$ cat config.mk
export PLATFORM = sky130hd
export DESIGN_NAME = idx_ctrl
export DESIGN_NICKNAME = d
export VERILOG_FILES = /design/src/rtl/idx_pkg.sv /design/src/rtl/idx_sync_chain.sv /design/src/rtl/idx_tick_filter.sv /design/src/rtl/idx_action_unit.sv /design/src/rtl/idx_ctrl.sv
export SDC_FILE = /design/constraint.sdc
export NUM_CORES = 1
export LEC_CHECK = 0
export BUFFER_PORTS_ARGS = -buffer_cell sky130_fd_sc_hd__buf_2
export CAP_MARGIN = 20
export CORE_AREA = 2 2 39 41
export CTS_CLUSTER_DIAMETER = 100
export DETAILED_ROUTE_END_ITERATION = 10
export DIE_AREA = 0 0 41 43
export GPL_ROUTABILITY_DRIVEN = 0
export GPL_TIMING_DRIVEN = 0
export MAX_ROUTING_LAYER = met4
export SLEW_MARGIN = 10
export SYNTH_ARGS = -nofsm -noshare
export SYNTH_HDL_FRONTEND = slang
export SYNTH_SLANG_ARGS = --single-unit
$ cat constraint.sdc
create_clock -name clk -period 3.28 [get_ports clk]
set_clock_uncertainty 0.15 [all_clocks]
set_input_delay 0.492 -clock clk [delete_from_list [all_inputs] [get_ports clk]]
set_output_delay 0.492 -clock clk [all_outputs]
set_load 0.01 [all_outputs]
$ cat src/rtl/idx_pkg.sv
package idx_pkg;
  typedef enum logic [1:0] {
    IDX_FN_LOAD    = 2'd0,
    IDX_FN_CLEAR   = 2'd1,
    IDX_FN_CAPTURE = 2'd2,
    IDX_FN_NONE    = 2'd3
  } idx_fn_e;

  typedef struct packed {
    logic load;
    logic clear;
    logic capture;
  } idx_stb_t;
endpackage

$ cat src/rtl/idx_sync_chain.sv
// Brings the asynchronous active-low index into the clk domain, active high.
module idx_sync_chain #(
  parameter int STAGES = 2
) (
  input  logic clk,
  input  logic rst,
  input  logic raw_n,
  output logic act
);
  localparam int LAST = STAGES - 1;

  logic [LAST:0] chain;

  always_ff @(posedge clk) begin
    if (rst) begin
      chain <= '0;
    end else begin
      chain[0] <= ~raw_n;
      for (int i = 1; i <= LAST; i++) chain[i] <= chain[i-1];
    end
  end

  assign act = chain[LAST];
endmodule

$ cat src/rtl/idx_tick_filter.sv
// Samples a level on filter ticks; the output changes only after DEPTH
// consecutive samples agree.
module idx_tick_filter #(
  parameter int DEPTH = 2
) (
  input  logic clk,
  input  logic rst,
  input  logic tick,
  input  logic din,
  output logic lvl
);
  localparam int HW = DEPTH - 1;

  logic [HW-1:0] hist;
  logic [HW:0]   window;

  assign window = {hist, din};

  always_ff @(posedge clk) begin
    if (rst) begin
      hist <= '0;
      lvl  <= 1'b0;
    end else if (tick) begin
      hist <= window[HW-1:0];
      if (&window)       lvl <= 1'b1;
      else if (~|window) lvl <= 1'b0;
    end
  end
endmodule

$ cat src/rtl/idx_action_unit.sv
// Rising-edge detection of the qualified index and decode into one strobe.
module idx_action_unit
  import idx_pkg::*;
(
  input  logic       clk,
  input  logic       rst,
  input  logic       act,
  input  logic [1:0] func,
  output idx_stb_t   stb,
  output logic       active
);
  logic    rise;
  idx_fn_e fn;

  assign rise = act & ~active;
  assign fn   = idx_fn_e'(func);

  always_ff @(posedge clk) begin
    if (rst) begin
      stb    <= '0;
      active <= 1'b0;
    end else begin
      active      <= act;
      stb.load    <= rise && (fn == IDX_FN_LOAD);
      stb.clear   <= rise && (fn == IDX_FN_CLEAR);
      stb.capture <= rise && (fn == IDX_FN_CAPTURE);
    end
  end
endmodule

$ cat src/rtl/idx_ctrl.sv
module idx_ctrl
  import idx_pkg::*;
#(
  parameter int SYNC_STAGES = 2,
  parameter int FILT_DEPTH  = 2
) (
  input  logic       clk,
  input  logic       rst,
  input  logic       idx_n,
  input  logic       a_filt,
  input  logic       b_filt,
  input  logic       filt_tick,
  input  logic       idx_en,
  input  logic       idx_sync_sel,
  input  logic       quad_mode,
  input  logic [1:0] idx_func,
  output logic       ld_cnt_o,
  output logic       clr_cnt_o,
  output logic       ld_out_o,
  output logic       idx_active_o
);
  logic     idx_async;
  logic     idx_filt;
  logic     use_sync;
  logic     phase_ok;
  logic     qual;
  idx_stb_t stb;

  idx_sync_chain #(.STAGES(SYNC_STAGES)) u_sync (
    .clk   (clk),
    .rst   (rst),
    .raw_n (idx_n),
    .act   (idx_async)
  );

  idx_tick_filter #(.DEPTH(FILT_DEPTH)) u_filt (
    .clk  (clk),
    .rst  (rst),
    .tick (filt_tick),
    .din  (idx_async),
    .lvl  (idx_filt)
  );

  // Non-quadrature operation always falls back to the asynchronous path.
  assign use_sync = idx_sync_sel & quad_mode;
  assign phase_ok = ~(a_filt ^ b_filt);
  assign qual     = idx_en & (use_sync ? (idx_filt & phase_ok) : idx_async);

  idx_action_unit u_act (
    .clk    (clk),
    .rst    (rst),
    .act    (qual),
    .func   (idx_func),
    .stb    (stb),
    .active (idx_active_o)
  );

  assign ld_cnt_o  = stb.load;
  assign clr_cnt_o = stb.clear;
  assign ld_out_o  = stb.capture;
endmodule

# Word-level counts from Yosys, hierarchy flattened
# Index checks and enable logic that the tools add are counted.
# totals
reg_bits	8
latch_bits	0
ram_bits	0
rom_bits	0
in_bits	11
output_inout_bits	4
elab_cells	28
memories	0
# op_classes
addsub	0
n_mul	0
div_mod_pow	0
order_cmp	0
eq_ne	3
shift	0
muxes	3
bitwise	8
reduce_logical	7
# op_table
cell	n
1-bit bitwise AND	4
2-bit AND reduction	2
1-bit logical AND	3
1-bit two-way mux	3
1-bit inverter	3
2-bit by 1-bit == test with 1-bit output (second input constant)	1
2-bit == test (second input constant)	1
2-bit logical NOT	1
2-bit by 1-bit != test with 1-bit output (second input constant)	1
2-bit OR reduction	1
1-bit bitwise XOR	1

# Depth between registers and ports, before layout
# Gate-level depths: netlist (run 1).
# depth
depth_word	7
depth_mapped	4
depth_no_buf	4

# Modules after synthesis
# A second synthesis (run 1) with hierarchy kept.
# hier_totals
hier_cells	26
area_unflattened_um2	300.3
# modules_own_cells
mod	n_inst	cells_each	area_each_um2	seq_area_each_um2
idx_action_unit	1	9	123.9	80.1
idx_tick_filter	1	9	95.1	40.0
idx_sync_chain	1	4	50.0	40.0
idx_ctrl	1	4	31.3	0.0

# Worst setup path before layout (run 1)
# OpenSTA, ideal clock, no wires.
# synth_timing
path_type	in2reg
startpoint	in rst
endpoint	reg, netlist name u_act.stb[0]
setup_time_ns	0.090
arrival_time_ns	1.064
required_ns	3.040
path_slack_ns	1.976
path_stages	3
n_path_buf	0
cell_sequence	and4b_1 > a32oi_2 > nor4bb_2
# synth_lines
element	line_no	source
start: declaration	idx_ctrl.sv:8	input logic rst,

# Worst setup path in the final report (run 1)
# layout_timing
startpoint	reg u_act.active
endpoint	out idx_active_o
# layout_lines
element	line_no	source
start: declaration	idx_action_unit.sv:10	output logic active
start signal: assignment	idx_action_unit.sv:23	active <= act;
end: declaration	idx_ctrl.sv:20	output logic idx_active_o
# No word-level cell between the ends.

==> results of run 1 <==
path summary, 6_finish.rpt:
kind                                                 start                    endpoint  cells after the start
worst max register to register  u_sync.chain[1]$_SDFF_PP0_     u_filt.lvl$_SDFFE_PP0P_                      4
worst min register to register  u_sync.chain[0]$_SDFF_PP0_  u_sync.chain[1]$_SDFF_PP0_                      1
worst max-delay path               u_act.active$_SDFF_PP0_                idx_active_o                      1
worst min-delay path                                 idx_n  u_sync.chain[0]$_SDFF_PP0_                      2
stage by stage:
stage                     hold WS (ns)  total power [mW]
after floorplan                  0.264             0.110
after global placement           0.269             0.119
after detailed placement         0.278             0.120
after CTS                        0.251             0.195
after global routing             0.243             0.202
final                            0.257             0.189
routing by layer:
layer	wire length, µm	track usage	part of all wire
met1	245	0.0822	0.43
met2	252	0.0906	0.44
met3	79	0.0366	0.14
met4	0	0.0600	0
met5	0	-	0
cells in the final DEF, fill, tap and decap left out, drive strengths merged:
| master | instances |
|---|---|
| buf | 14 |
| dfxtp | 8 |
| nor2b | 4 |
| nor2 | 3 |
| clkbuf | 3 |
| mux2i | 2 |
| nor4bb | 2 |
| inv | 1 |
| nand2 | 1 |
| xnor2 | 1 |
| and4b | 1 |
| a32oi | 1 |
| nor4b | 1 |
| ha | 1 |
power groups by stage:
| stage | clock, mW | sequential [mW] | combinational [mW] |
|---|---|---|---|
| after global placement | 0 | 0.102 | 0.0174 |
| after global routing | 0.0830 | 0.100 | 0.0189 |
| after floorplan | 0 | 0.102 | 0.00794 |
| after CTS | 0.0769 | 0.100 | 0.0177 |
| after detailed placement | 0 | 0.102 | 0.0176 |
| final | 0.0715 | 0.100 | 0.0174 |
area by class of cell:
cell class / instances / area, µm²
tap: 16 / 20.0
sequential: 8 / 160
inverter: 1 / 3.75
fill: 141 / 952
multi-input combinational: 17 / 155
timing repair buffer: 14 / 70.1
clock buffer: 3 / 22.5
cells by family after synthesis:
| logic type | after synthesis |
|---|---|
| and+or+nand+nor | 12 |
| DFF | 8 |
| xor gates and xnor gates | 1 |
| AOI/OAI and AO/OA | 1 |
| buffers and inverters | 1 |
| muxes | 2 |
| adders and majority gates | 1 |
registers in the layout (all words and copies together), names as in the netlist:
signal / cells
u_act.stb: 3
u_sync.chain: 2
u_act.active: 1
u_filt.hist: 1
u_filt.lvl: 1
==> results_tabular.tex, run 1 <==
\begin{tabular}{lr}
\hline
Metric & Value \\
\hline
\multicolumn{2}{l}{\textbf{Critical path}} \\
Endpoint required time on the critical path & between 2 and 3 ns \\
Internal reg-to-reg setup slack & 2.01 ns \\
Worst setup path category & reg2out \\
Max Fanout on Critical Path & 2 \\
Delay-heaviest family, CP & flip-flops \\
Sort of element at the end of the critical path & output port \\
Data arrival at the endpoint of the critical path & 0.70 ns \\
Count of buffer and inverter cells on the critical path & 1 \\
Crit path cell chain & buf\_2 \\
Startpoint type of the worst setup path & register \\
Peak per-stage delay on the critical path & 0.32 ns \\
Worst path slowest cell & dfxtp\_1 \\
\multicolumn{2}{l}{\textbf{Cells and area}} \\
Area growth from synthesis to layout & 35.3\% \\
Final non-filler cell total & 59 \\
Post-layout utilization of the core & 0.312 \\
Total non-filler cell area in the finished layout & around 430 µm² \\
Share of cells above drive strength 1 & 0.488 \\
Nets & 57 \\
Number of diodes added for antenna fixing & 0 \\
\multicolumn{2}{l}{\textbf{Run}} \\
Max-Cap Viols & 0 \\
\multicolumn{2}{l}{\textbf{STA}} \\
Measured slew at the worst slew-check pin & 0.358 ns \\
Setup violators final & 0 \\
Minimum clock period & 1.34 ns \\
Final worst-path cycle share & 0.408 \\
RSZ-0062 raised after global routing & false \\
Total Neg Setup Slack & 0 ns \\
Fin. Hold Viols & 0 \\
Number of slew-limit violations in the final report & 0 \\
Worst relative slew slack & 0.761 \\
Max Clk Rate & 0.747 GHz \\
Worst setup slack after layout & 1.94 ns \\
\multicolumn{2}{l}{\textbf{Drt}} \\
Total routed wirelength & around 580 µm \\
DRC errors left & 0 \\
Mean routed wirelength per cell & 9.76 µm \\
Number of nets with antenna violations after detailed routing & 0 \\
Number of optimization iterations in the first detailed-route pass & 1 \\
Total number of vias & 248 \\
Number of DRC markers in iteration 0 & 0 \\
Number of vias per cell & 4.20 \\
\multicolumn{2}{l}{\textbf{Place}} \\
Number of buffer cells added on primary ports & 14 \\
Placed cell areas & 409 µm² \\
Post-placement setup slack & 1.74 ns \\
Detailed-placement wirelength estimate & just under 500 µm \\
Placed cell count & 56 \\
\multicolumn{2}{l}{\textbf{Power}} \\
Pint & 0.151 mW \\
Clock network power share & 0.379 \\
Reported net switching power & roughly 0.038 mW \\
Part of the total power dissipated in sequential elements & 0.529 \\
Net Sw Frac & 0.202 \\
Leakage & 0.203 nW \\
Worst supply voltage drop on vdd & 159 µV \\
Combinational share of power & 0.092 \\
PD cells & 438 nW/µm² \\
\multicolumn{2}{l}{\textbf{Logic synthesis}} \\
Synthesis-stage register bit count & 8 \\
Dominant synthesized flop cell & dfxtp\_1 \\
Adder-Cell Fraction of Synth Area & 0.0392 \\
Share of cell area taken by muxes after synthesis & 0.0627 \\
Combined area of all synthesized cells & around 320 µm² \\
Syn\_area\_per\_cell & 12.3 µm² \\
Number of enable-type register cells in the synthesized netlist & 0 \\
Main combinational cell family by area after synthesis & simple AND/OR/NAND/NOR gates \\
Number of instances in the synthesized netlist & 26 \\
Most frequent cells after synthesis & dfxtp\_1 (8), nor2b\_1 (4), nor2\_1 (3) \\
Total of warnings raised by yosys & 0 \\
Area fraction in and, or, nand and nor cells after synthesis & 0.306 \\
Synth area leader & dfxtp\_1 \\
Share of flip-flops with an asynchronous set or reset after synthesis & 0 \\
Most frequent cell after synthesis & dfxtp\_1 \\
Portion of the post-synthesis area used by sequential elements & 0.502 \\
Synthesized-area fraction occupied by ao, oa, aoi and oai cells & 0.0510 \\
Yosys top cell area share & 0.502 \\
Top cells by area in the synthesized netlist & dfxtp\_1 (50\%), nor4bb\_2 (10\%), nor2b\_1 (7.8\%) \\
Post-Synth XOR/XNOR Area & 0.0275 \\
Number of nets produced by synthesis & 38 \\
Distinct cell type count of the synthesized netlist & 12 \\
\multicolumn{2}{l}{\textbf{Floorplan}} \\
DIE WIDTH & 41 µm \\
Initial standard-cell utilization of the core & 0.231 \\
Total number of placement rows & 14 \\
Die Y-Extent & 43 µm \\
Core Region & 1380 µm² \\
Full die area & 1760 µm² \\
IO Count & 15 \\
\multicolumn{2}{l}{\textbf{CTS}} \\
Number of gates given a new drive strength after cts & 0 \\
CTS tree & yes \\
Worst-path clk slew & 0.05 ns \\
Post-CTS Setup Repair Bufs & 0 \\
Cell at the root of the clock tree & clkbuf\_4 \\
TritonCTS Buffers & 3 \\
CTS max path bufs & 2 \\
Clock latency of the later-clocked register in the worst-skew pair & 0.24 ns \\
CTS Sinks & 8 \\
CTS H-tree lvls & 1 \\
Hold Buf Count CTS & 0 \\
\multicolumn{2}{l}{\textbf{Outcome}} \\
Status & finished clean \\
\multicolumn{2}{l}{\textbf{Global route}} \\
Grt ovf & 0 \\
Global-route wire length before repair & 786 µm \\
Via count of the first global-routing pass & 229 \\
Pin count of the biggest net entering global routing & 7 \\
All-Layer GR Usage & 0.0725 \\
Antenna violations before repair & 0 \\
\multicolumn{2}{l}{\textbf{Worst hold path}} \\
Worst min path class & in2reg \\
\hline
\end{tabular}
Note: power is estimated with default switching activity, not from simulation.
==> run 2, diff against run 1 <==
- clock period: 3.28 -> 1.3 ns (I/O delays scaled with it)
==> run 2 against run 1 <==
Die area unchanged; design area increased by 11%; flip-flop and latch count did not move; count of clock-buffer cells in the layout unchanged; combinational power rose to 3.0 times the previous value; sequential power increased to 2.5 times the previous value; worst setup slack got worse by 1.8 ns; first-iteration DRC count unchanged; final cell count is 5.1% higher; power rose to 2.6 times the previous value; via count up 5.6%; global-route usage grew 0.41 points; largest power group unchanged.
==> results_tabular.tex, run 2 (same netlist as run 1, synthesis figures left out) <==
\begin{tabular}{lr}
\hline
Metric & Value \\
\hline
\multicolumn{2}{l}{\textbf{CTS}} \\
CTS Sinks & 8 (unchanged) \\
Clock latency of the later-clocked register in the worst-skew pair & 0.24 ns (about the same) \\
CTS tree & yes \\
CTS max path bufs & 2 (unchanged) \\
Cell at the root of the clock tree & clkbuf\_4 \\
CTS H-tree lvls & 1 (unchanged) \\
Worst-path clk slew & 0.05 ns (about the same) \\
Post-CTS Setup Repair Bufs & 0 (unchanged) \\
TritonCTS Buffers & 3 (unchanged) \\
\multicolumn{2}{l}{\textbf{Power}} \\
Worst supply voltage drop on vdd & 402 µV (+150\%) \\
Overall power after layout & 0.487 mW (+160\%) \\
Reported net switching power & 0.0989 mW (+160\%) \\
Part of the total power dissipated in sequential elements & 0.521 (-0.008) \\
PD cells & 1020 nW/µm² (+130\%) \\
Pint & 0.388 mW (+160\%) \\
Clock network power share & 0.371 (-0.008) \\
Combinational share of power & 0.109 (+0.017) \\
Net Sw Frac & 0.203 (+0.000968) \\
Leakage & 0.214 nW (+5.7\%) \\
\multicolumn{2}{l}{\textbf{Worst hold path}} \\
Worst min path class & in2reg \\
\multicolumn{2}{l}{\textbf{STA}} \\
Number of slew-limit violations in the final report & 0 (unchanged) \\
Final worst-path cycle share & 0.921 \\
Minimum clock period & 1.20 ns \\
Max Clk Rate & 0.835 GHz \\
Worst relative slew slack & 0.761 (about the same) \\
Setup violators final & 0 (unchanged) \\
Fin. Hold Viols & 0 (unchanged) \\
RSZ-0062 raised after global routing & false \\
Total Neg Setup Slack & 0 ns (unchanged) \\
Measured slew at the worst slew-check pin & 0.358 ns (-0.0000288 ns) \\
\multicolumn{2}{l}{\textbf{Critical path}} \\
Sort of element at the end of the critical path & register \\
Crit path cell chain & and4b\_1, a32oi\_2, nor4bb\_2 \\
Max Fanout on Critical Path & 4 (+2) \\
Worst path slowest cell & a32oi\_2 \\
Peak per-stage delay on the critical path & 0.33 ns (about the same) \\
Worst setup path category & reg2reg \\
Data arrival at the endpoint of the critical path & 1.17 ns (+0.47 ns) \\
Endpoint required time on the critical path & 1.27 ns (-1.37 ns) \\
Startpoint type of the worst setup path & register \\
\multicolumn{2}{l}{\textbf{Drt}} \\
Number of nets with antenna violations after detailed routing & 0 (unchanged) \\
Total routed wirelength & 632 µm (+9.7\%) \\
Number of DRC markers in iteration 0 & 0 (unchanged) \\
Mean routed wirelength per cell & 10.2 µm (+4.4\%) \\
Number of optimization iterations in the first detailed-route pass & 1 (unchanged) \\
DRC errors left & 0 (unchanged) \\
Total number of vias & 262 (+5.6\%) \\
Number of vias per cell & 4.23 (+0.53\%) \\
\multicolumn{2}{l}{\textbf{Cells and area}} \\
Largest registers & u\_act.stb: 3 flops, u\_sync.chain: 2 flops \\
Area growth from synthesis to layout & 49.8\% \\
Share of cells above drive strength 1 & 0.522 (+0.0334) \\
Most common cell after layout, fill and taps aside & buf\_2 \\
Nets & 60 (+5.3\%) \\
Top reg by flops & u\_act.stb \\
Commonest non-fill, non-tap cells in the layout & buf\_2 (14), dfxtp\_1 (7) \\
Number of diodes added for antenna fixing & 0 (unchanged) \\
Largest register FFs & 3 (unchanged) \\
\multicolumn{2}{l}{\textbf{Floorplan}} \\
Die Y-Extent & 43 µm (unchanged) \\
DIE WIDTH & 41 µm (unchanged) \\
Core Region & 1380 µm² (unchanged) \\
IO Count & 15 (unchanged) \\
Total number of placement rows & 14 (unchanged) \\
Full die area & 1760 µm² (unchanged) \\
Initial standard-cell utilization of the core & 0.231 (unchanged) \\
\multicolumn{2}{l}{\textbf{Place}} \\
Detailed-placement wirelength estimate & 481 µm (unchanged) \\
Number of buffer cells added on primary ports & 14 (unchanged) \\
\multicolumn{2}{l}{\textbf{Run}} \\
Max-Cap Viols & 0 (unchanged) \\
\multicolumn{2}{l}{\textbf{Global route}} \\
Via count of the first global-routing pass & 241 (+5.2\%) \\
Global-route wire length before repair & 828 µm (+5.3\%) \\
Grt ovf & 0 (unchanged) \\
All-Layer GR Usage & 0.0767 (+0.00415) \\
Antenna violations before repair & 0 (unchanged) \\
Pin count of the biggest net entering global routing & 7 (unchanged) \\
\multicolumn{2}{l}{\textbf{Outcome}} \\
Status & finished clean \\
\hline
\end{tabular}
run 2: cell count changes in the layout (fill, tap and decap cells not counted), sizes merged:
cell and change:
dlygate4sd3 +3
run 2: final timing paths:
path	start	end	slack [ns]	cells past startpoint
setup reg to reg	u_filt.lvl$_SDFFE_PP0P_	u_act.stb[1]$_SDFF_PP0_	0.10	3
hold reg to reg	u_sync.chain[0]$_SDFF_PP0_	u_sync.chain[1]$_SDFF_PP0_	0.29	1
setup / recovery	u_filt.lvl$_SDFFE_PP0P_	u_act.stb[1]$_SDFF_PP0_	0.10	3
hold / removal	rst	u_sync.chain[1]$_SDFF_PP0_	0.02	2
run 2: power by group through the flow:
stage	combinational, mW	clock (mW)	sequential, mW
CTS	0.0514	0.194	0.252
finish	0.0530	0.181	0.254
global placement	0.0439	0	0.257
detailed placement	0.0445	0	0.257
global route	0.0577	0.209	0.254
floorplan	0.0200	0	0.257
run 2: metal layers:
layer,wire (µm),up-vias,GRT usage
met3,65,0,0.0314
met5,0,-,-
met2,297,15,0.103
met1,269,115,0.0855
li1,-,132,-
met4,0,0,0.0600
run 2: final cells by class:
type,instances,area [µm²]
timing repair buffer,17,100
fill,141,906
tap,16,20.0
sequential,8,161
clock buffer,3,22.5
multi-input combinational,17,170
inverter,1,3.75
run 2: metrics by stage:
stage	util	hold slack (ns)	setup slack, ns	instance area, µm²	cells
3_3_place_gp	0.296	0.220	0.0308	409	56
3_5_place_dp	0.296	0.221	0.0334	409	56
2_1_floorplan	-	0.112	0.0919	319	26
5_1_grt	0.345	0.00624	0.0400	478	62
4_1_cts	0.334	0.0108	0.0210	462	62
6_report	0.345	0.0191	0.103	478	62
run 2: timing repair:
item / 4_1_cts / 5_1_grt
setup endpoints to repair: 0 / 1
endpoints found under the hold margin: 4 / 0
hold buffers: 3 / 0
gates resized for setup: 0 / 3
run 2: critical path: cells and delay by family, from the launching register on:
kind	cells	cell delay [ns]
AOI/OAI and AO/OA	1	0.33
DFF	1	0.30
and+or+nand+nor	2	0.29
